===== src/rtl/spf_pkg.sv =====
package spf_pkg;
  localparam int unsigned CONF_W = 2;
  localparam int unsigned CONF_FIRE = 2;
  localparam int unsigned CONF_MAX = (1 << CONF_W) - 1;

  typedef logic [CONF_W-1:0] conf_t;

  function automatic conf_t conf_step(conf_t c, logic up);
    conf_t r;
    if (up) r = (c == conf_t'(CONF_MAX)) ? c : c + conf_t'(1);
    else    r = (c == '0) ? c : c - conf_t'(1);
    return r;
  endfunction
endpackage


===== src/rtl/spf_table.sv =====
module spf_table
  import spf_pkg::*;
#(
  parameter int unsigned PC_W    = 32,
  parameter int unsigned ADDR_W  = 32,
  parameter int unsigned ENTRIES = 4
) (
  input  logic              clk_i,
  input  logic              rst_ni,
  input  logic              lk_valid_i,
  input  logic [PC_W-1:0]   lk_pc_i,
  input  logic              tr_valid_i,
  input  logic [PC_W-1:0]   tr_pc_i,
  input  logic [ADDR_W-1:0] tr_addr_i,
  output logic              lk_fire_o,
  output logic [ADDR_W-1:0] lk_addr_o
);
  localparam int unsigned IDX_W = (ENTRIES > 1) ? $clog2(ENTRIES) : 1;

  logic              vld_q    [ENTRIES];
  logic [PC_W-1:0]   tag_q    [ENTRIES];
  logic [ADDR_W-1:0] last_q   [ENTRIES];
  logic [ADDR_W-1:0] stride_q [ENTRIES];
  conf_t             conf_q   [ENTRIES];
  logic [IDX_W-1:0]  rr_q;

  logic [ENTRIES-1:0] lk_hit;
  logic [ENTRIES-1:0] tr_hit;

  for (genvar g = 0; g < ENTRIES; g++) begin : g_cmp
    assign lk_hit[g] = vld_q[g] && (tag_q[g] == lk_pc_i);
    assign tr_hit[g] = vld_q[g] && (tag_q[g] == tr_pc_i);
  end

  // lowest matching slot wins; training keeps tags unique
  always_comb begin
    lk_fire_o = 1'b0;
    lk_addr_o = '0;
    for (int i = ENTRIES - 1; i >= 0; i--) begin
      if (lk_hit[i]) begin
        lk_fire_o = lk_valid_i && (conf_q[i] >= conf_t'(CONF_FIRE));
        lk_addr_o = last_q[i] + stride_q[i];
      end
    end
  end

  logic tr_any;
  logic alloc;
  assign tr_any = |tr_hit;
  assign alloc  = tr_valid_i && !tr_any;

  always_ff @(posedge clk_i or negedge rst_ni) begin
    if (!rst_ni) begin
      rr_q <= '0;
    end else if (alloc) begin
      rr_q <= (rr_q == IDX_W'(ENTRIES - 1)) ? '0 : rr_q + IDX_W'(1);
    end
  end

  always_ff @(posedge clk_i or negedge rst_ni) begin
    if (!rst_ni) begin
      for (int i = 0; i < ENTRIES; i++) begin
        vld_q[i]    <= 1'b0;
        tag_q[i]    <= '0;
        last_q[i]   <= '0;
        stride_q[i] <= '0;
        conf_q[i]   <= '0;
      end
    end else begin
      for (int i = 0; i < ENTRIES; i++) begin
        if (tr_valid_i && tr_hit[i]) begin
          stride_q[i] <= tr_addr_i - last_q[i];
          last_q[i]   <= tr_addr_i;
          conf_q[i]   <= conf_step(conf_q[i], (tr_addr_i - last_q[i]) == stride_q[i]);
        end else if (alloc && (rr_q == IDX_W'(i))) begin
          vld_q[i]    <= 1'b1;
          tag_q[i]    <= tr_pc_i;
          last_q[i]   <= tr_addr_i;
          stride_q[i] <= '0;
          conf_q[i]   <= '0;
        end
      end
    end
  end
endmodule


===== src/rtl/spf_queue.sv =====
module spf_queue #(
  parameter int unsigned W     = 32,
  parameter int unsigned DEPTH = 4,
  localparam int unsigned PTR_W = (DEPTH > 1) ? $clog2(DEPTH) : 1,
  localparam int unsigned CNT_W = $clog2(DEPTH + 1)
) (
  input  logic             clk_i,
  input  logic             rst_ni,
  input  logic             push_i,
  input  logic [W-1:0]     data_i,
  input  logic             pop_i,
  output logic             valid_o,
  output logic [W-1:0]     data_o,
  output logic [CNT_W-1:0] count_o
);
  logic [W-1:0]     mem_q [DEPTH];
  logic [PTR_W-1:0] wr_q, rd_q, tail_idx;
  logic [CNT_W-1:0] cnt_q;
  logic             full, empty, dup, do_push, do_pop;

  function automatic logic [PTR_W-1:0] ptr_inc(logic [PTR_W-1:0] p);
    return (p == PTR_W'(DEPTH - 1)) ? '0 : p + PTR_W'(1);
  endfunction

  assign empty    = (cnt_q == '0);
  assign full     = (cnt_q == CNT_W'(DEPTH));
  assign tail_idx = (wr_q == '0) ? PTR_W'(DEPTH - 1) : wr_q - PTR_W'(1);
  assign dup      = !empty && (mem_q[tail_idx] == data_i);
  assign do_push  = push_i && !full && !dup;
  assign do_pop   = pop_i && !empty;

  assign valid_o = !empty;
  assign data_o  = mem_q[rd_q];
  assign count_o = cnt_q;

  always_ff @(posedge clk_i or negedge rst_ni) begin
    if (!rst_ni) begin
      wr_q  <= '0;
      rd_q  <= '0;
      cnt_q <= '0;
      for (int i = 0; i < DEPTH; i++) mem_q[i] <= '0;
    end else begin
      if (do_push) begin
        mem_q[wr_q] <= data_i;
        wr_q        <= ptr_inc(wr_q);
      end
      if (do_pop) rd_q <= ptr_inc(rd_q);
      case ({do_push, do_pop})
        2'b10:   cnt_q <= cnt_q + CNT_W'(1);
        2'b01:   cnt_q <= cnt_q - CNT_W'(1);
        default: cnt_q <= cnt_q;
      endcase
    end
  end
endmodule


===== src/rtl/spf_nl_fwd.sv =====
module spf_nl_fwd #(
  parameter int unsigned ADDR_W = 32
) (
  input  logic              clk_i,
  input  logic              rst_ni,
  input  logic              fire_i,
  input  logic              miss_i,
  input  logic [ADDR_W-1:0] addr_i,
  output logic              req_o,
  output logic [ADDR_W-1:0] addr_o
);
  always_ff @(posedge clk_i or negedge rst_ni) begin
    if (!rst_ni) begin
      req_o  <= 1'b0;
      addr_o <= '0;
    end else begin
      req_o <= fire_i && miss_i;
      if (fire_i && miss_i) addr_o <= addr_i;
    end
  end
endmodule


===== src/rtl/stride_prefetcher.sv =====
module stride_prefetcher #(
  parameter int unsigned PC_W    = 32,
  parameter int unsigned ADDR_W  = 32,
  parameter int unsigned ENTRIES = 4,
  parameter int unsigned QDEPTH  = 4
) (
  input  logic              clk_i,
  input  logic              rst_ni,
  input  logic              fetch_valid_i,
  input  logic [PC_W-1:0]   fetch_pc_i,
  input  logic              train_valid_i,
  input  logic [PC_W-1:0]   train_pc_i,
  input  logic [ADDR_W-1:0] train_addr_i,
  output logic              touch_valid_o,
  output logic [ADDR_W-1:0] touch_addr_o,
  input  logic              touch_ready_i,
  input  logic              touch_miss_i,
  output logic              nl_req_o,
  output logic [ADDR_W-1:0] nl_addr_o
);
  localparam int unsigned CNT_W = $clog2(QDEPTH + 1);

  logic              pf_fire;
  logic [ADDR_W-1:0] pf_addr;
  logic [CNT_W-1:0]  q_count;
  logic              touch_fire;

  spf_table #(
    .PC_W(PC_W), .ADDR_W(ADDR_W), .ENTRIES(ENTRIES)
  ) u_table (
    .clk_i      (clk_i),
    .rst_ni     (rst_ni),
    .lk_valid_i (fetch_valid_i),
    .lk_pc_i    (fetch_pc_i),
    .tr_valid_i (train_valid_i),
    .tr_pc_i    (train_pc_i),
    .tr_addr_i  (train_addr_i),
    .lk_fire_o  (pf_fire),
    .lk_addr_o  (pf_addr)
  );

  assign touch_fire = touch_valid_o && touch_ready_i;

  spf_queue #(
    .W(ADDR_W), .DEPTH(QDEPTH)
  ) u_queue (
    .clk_i   (clk_i),
    .rst_ni  (rst_ni),
    .push_i  (pf_fire),
    .data_i  (pf_addr),
    .pop_i   (touch_fire),
    .valid_o (touch_valid_o),
    .data_o  (touch_addr_o),
    .count_o (q_count)
  );

  spf_nl_fwd #(
    .ADDR_W(ADDR_W)
  ) u_nl (
    .clk_i  (clk_i),
    .rst_ni (rst_ni),
    .fire_i (touch_fire),
    .miss_i (touch_miss_i),
    .addr_i (touch_addr_o),
    .req_o  (nl_req_o),
    .addr_o (nl_addr_o)
  );
endmodule


===== config.mk =====
export PLATFORM = sky130hd
export DESIGN_NAME = stride_prefetcher
export DESIGN_NICKNAME = d
export VERILOG_FILES = /design/src/rtl/spf_pkg.sv /design/src/rtl/spf_table.sv /design/src/rtl/spf_queue.sv /design/src/rtl/spf_nl_fwd.sv /design/src/rtl/stride_prefetcher.sv
export SDC_FILE = /design/constraint.sdc
export NUM_CORES = 2
export LEC_CHECK = 0
export BUFFER_PORTS_ARGS = -buffer_cell sky130_fd_sc_hd__buf_2
export CORE_ASPECT_RATIO = 1.75
export CORE_UTILIZATION = 58
export CTS_CLUSTER_DIAMETER = 60
export DETAILED_ROUTE_END_ITERATION = 6
export PLACE_DENSITY = 0.85
export SYNTH_ARGS = -nofsm -noshare
export SYNTH_HDL_FRONTEND = slang
export SYNTH_SLANG_ARGS = --single-unit

===== constraint.sdc =====
create_clock -name clk_i -period 5.2 [get_ports clk_i]
set_clock_uncertainty 0.15 [all_clocks]
set_input_delay 0 -clock clk_i [delete_from_list [all_inputs] [get_ports clk_i]]
set_output_delay 0 -clock clk_i [all_outputs]
set_load 0.02 [all_outputs]

==> metrics.txt, run 1 <==
port buffer count=167; initial core utilization=58.6%; Fail Step=global routing; GP Congestion=1.12; post-synth top area share=31.3%; gr usage total=60.3%; Synth area leader=dfrtp_1; Clock Sink Count=566; DIE WIDTH=213 um; TritonCTS buffer count=57; # IOs=168; die height=372 um; first-pass GRT wire length=345 mm; detailed placement HPWL=165 mm; vias in the first global route=50677; row count=135; synth top area cells=dfrtp_1 (31%), mux2_2 (7.5%), ha_1 (7.1%); Netlist Area Pre-Place=45300 um^2; Post-Synthesis Cells=4846; status=aborted with a tool error; syn avg cell area=9.35 um^2; yosys warns=0; Overflow after GRT=7; Post-synth ARST share=100%; syn_nets=5215; number of synthesized flops with an enable pin=0; root buf cell=clkbuf_16; Seq cells post-synth=566; largest net degree at the start of global routing=136; Clock Path Buffers=3; unique cell type count in the Yosys netlist=101; H-tree Lvls=2; Main synth FF type=dfrtp_1; register area share after synthesis=31.3%; first error=[ERROR GRT-0116] Global routing finished with congestion. Check the congestion regions in the DRC Viewer.
-- synth_stat cells, drive strengths merged (77+ instances only) --
cell	number
a21o	106
a21oi	266
clkbuf	199
dfrtp	566
ha	258
inv	243
mux2	363
nand2	286
nand3	226
nand4	82
nor2	216
nor3	82
nor4	77
o21ai	297
xnor2	341
xor2	273
-- metrics by stage --
step	setup slack, ns	cells	hold slack [ns]	instance area (um^2)
4_1_cts	-0.0208	6825	0.0913	56500
3_5_place_dp	-0.687	6649	-0.0978	53300
3_3_place_gp	-0.624	6649	-0.103	53300
2_1_floorplan	0.103	4846	-0.446	45300
-- per-layer routing --
layer  global-route usage [%]  GRT overflow
met1                     54.9             0
met2                     89.6             0
met3                     29.0             0
met4                     73.2             7
met5                     1.19             0
-- what timing repair did --
item / in CTS
hold buffers: 72
setup buffers: 9
endpoints found under the hold margin: 784
gates cloned: 1
pin swaps: 43
gates resized for setup: 108
endpoints found under the setup margin: 133
-- cells by family after synthesis --
family	count (synthesis)	share of synthesized area [%]
and+or+nand+nor	1270	14.4
AOI/OAI and AO/OA	1167	17.2
xor gates and xnor gates	623	12.3
DFF	566	31.3
buffers and inverters	495	4.41
muxes	454	12.8
adders and majority gates	271	7.61
==> run 2: changes to the inputs <==
- CORE_ASPECT_RATIO: 1.75 -> not set
- CORE_UTILIZATION: 58 -> 40
- CTS_CLUSTER_DIAMETER: 60 -> not set
- PLACE_DENSITY: 0.85 -> not set
- PLACE_DENSITY_LB_ADDON: not set -> 0.15
- clock period: 5.2 -> 6.8 ns (I/O delays scaled with it)
==> run 2 against run 1 <==
The run now ends clean. Area after synthesis stayed put. Synthesized cell count stayed put.
==> metrics.txt, run 2 <==
number of synthesized flops with an enable pin=0 (unchanged); Critical Path RT=7.23 ns; critical path arrival=6.78 ns; synth top area cells=dfrtp_1 (31%), mux2_2 (7.5%), ha_1 (7.1%) (unchanged); vias=39686; crit-path max FO=24; final core occ=45.5%; CP peak stage delay=1.14 ns; power share of the clock group=20.9%; Fmax achieved=158 MHz; yosys warns=0 (unchanged); Hold Crit Depth=3; DRT iter0 DRCs=3355; row count=123 (was 135); initial core utilization=40.3% (was 58.6%); top post-synthesis cells by count=dfrtp_1 (566), xnor2_1 (340), mux2_2 (303), o21ai_0 (287), nand2_1 (286) (unchanged); status=finished clean (was aborted with a tool error); Min-Delay Path Class=input port to flop; CP Buf/Inv Count=3; first-pass GRT wire length=262 mm; most used cell, CP=xor2_1; WL/cell=27.2 um; Detailed Routing Iterations Pass 1=6; peak supply drop=0.234 mV; share of power burned in registers=25.4%; post-CTS setup buffers=0 (was 9); TritonCTS buffer count=72 (was 57); H-tree Lvls=3 (was 2); Worst Tran Pin Value=1.26 ns; R2R depth=19; Post-Synthesis Cells=4846 (unchanged); commonest non-fill, non-tap cell in the layout=dfrtp_1; cell family with most CP delay=simple AND/OR/NAND/NOR gates; fin crit share=93.3%; Synth area leader=dfrtp_1 (unchanged); MaxCap Viol Count=0; CTS tree=built; Crit-path slowest cell=a2111oi_0; Slew Viols, Final=0; DP Worst Slack=0.657 ns (was -0.687 ns); DRT antenna net count=0; detailed placement HPWL=139 mm (was 165 mm); setup violators final=0; root buf cell=clkbuf_16 (unchanged); Power Density=384 nW/um^2; Clock Path Buffers=3 (unchanged); fraction of layout cells with a size suffix above 1=16.4%; Via density=6.04; GP Congestion=1.00 (was 1.12); total routed wirelength=179 mm; number of stages on the worst setup path=19; crit start category=flop; largest net degree at the start of global routing=106; combinational power share=53.6%; Fin. Hold Viols=0; die area=115000 um^2; Pint=0.0109 W; register area share after synthesis=31.3% (unchanged); critical-path cell list=xor2_1, nor4_1, nand4_1, or3_1, buf_4, and2_0, a2111oi_0, a21boi_1, a31oi_1, nand4_1, nand4bb_1, o21ai_1, buf_4, ha_1, inv_1, fa_1, xor2_1, nor2_1, xor2_1; fin cells=6572; type of the worst setup path=flop to flop; Clock Sink Count=566 (unchanged); Final WS setup=0.455 ns; CTS-repair resized insts=0 (was 108); max_slew headroom=14.1%; antenna violations before repair=7; Psw=0.00875 W; syn_nets=5215 (unchanged); RSZ-0062 raised after global routing=no; post-synth top area share=31.3% (unchanged); min cycle time layout=6.35 ns; DIE WIDTH=339 um (was 213 um); clk_lat worst skew=0.70 ns; Layout Nets=5379; unique cell type count in the Yosys netlist=101 (unchanged); leakage=22.7 nW; setup total negative slack=0 ns; # DRC=0; Seq cells post-synth=566 (unchanged); syn avg cell area=9.35 um^2 (unchanged); Core Area=112000 um^2; CTS clk-pin slew, worst paths=0.06 ns; most frequent cell after synthesis=dfrtp_1 (unchanged); most frequent cells in the layout=dfrtp_1 (565), xnor2_1 (340), mux2_2 (303); Area growth syn-to-layout=12.9%; gr usage total=30.6%; port buffer count=167 (unchanged); Netlist Area Pre-Place=45300 um^2 (unchanged); crit end category=flop; Main synth FF type=dfrtp_1 (unchanged); vias in the first global route=38489; CTS Hold Buffers Added=71 (was 72); die height=339 um (was 372 um); # IOs=168 (unchanged); Overflow after GRT=0; Post-synth ARST share=100% (unchanged); # placed instances=6365 (was 6649); Switching Share=44.5%
## run 2: cell counts after synthesis
No cell type changed its count.
## run 2: tightest hold or removal path: stages
cell           delay (ns)
dlygate4sd3_1        0.52
buf_2                0.22
mux2_2               0.18
## run 2: layout make-up
| type | count | area, um^2 |
|---|---|---|
| Inverter | 243 | 912 |
| Timing Repair Buffer | 342 | 2470 |
| Antenna cell | 7 | 17.5 |
| Tap cell | 1500 | 1880 |
| Clock inverter | 28 | 422 |
| Fill cell | 11059 | 61200 |
| Clock buffer | 101 | 2060 |
| Sequential cell | 566 | 14200 |
| Multi-Input combinational cell | 3785 | 29200 |
## run 2: routing by layer
| metal | global-route usage (%) | wire length (um) | share of wire, % | vias up |
|---|---|---|---|---|
| met5 | 0 | 28 | 0.016 | - |
| met4 | 16.1 | 10700 | 6.0 | 4 |
| met3 | 4.38 | 9860 | 5.5 | 344 |
| met2 | 50.3 | 83000 | 46 | 1376 |
| met1 | 38.9 | 75000 | 42 | 19837 |
| li1 | - | - | - | 18125 |
## run 2: final timing paths
kind / start / to / slack, ns
setup / recovery: u_table.tag_q[41] / u_queue.count_o[2] / 0.45
hold / removal: train_pc_i[10] / u_table.tag_q[106] / 0.12
setup reg to reg: u_table.tag_q[41] / u_queue.count_o[2] / 0.45
hold reg to reg: u_nl.addr_o[21] / u_nl.addr_o[21] / 0.35
max in group asynchronous: rst_ni / u_table.last_q[2] / 4.84
min in group asynchronous: rst_ni / u_queue.mem_q[13] / 0.49
## run 2: cell families (layout without fill, tap and decap cells)
group           after synthesis  in the layout  share of synthesized area, %
buf+inv                     495            714                          4.41
simple gates               1270           1270                          14.4
fa+ha+maj                   271            271                          7.61
other cells                   0              7                             0
mux                         454            454                          12.8
xor+xnor                    623            623                          12.3
flops                       566            566                          31.3
compound gates             1167           1167                          17.2
## run 2: through the flow
step	cell area (um^2)	total power, W	hold slack, ns
detailed placement	47900	0.0153	-0.0133
global placement	47900	0.0153	-0.0175
global route	51100	0.0208	0.129
finish	51200	0.0196	0.116
CTS	51100	0.0196	0.0762
floorplan	45300	0.0124	-0.446
## run 2: power groups by stage
stage	logic (W)	clock network [W]	registers [W]
finish	0.0105	0.00411	0.00500
global placement	0.0103	0	0.00500
detailed placement	0.0103	0	0.00503
global route	0.0114	0.00430	0.00508
CTS	0.0104	0.00419	0.00498
floorplan	0.00758	0	0.00478
Power figures use the tool's default switching activity.
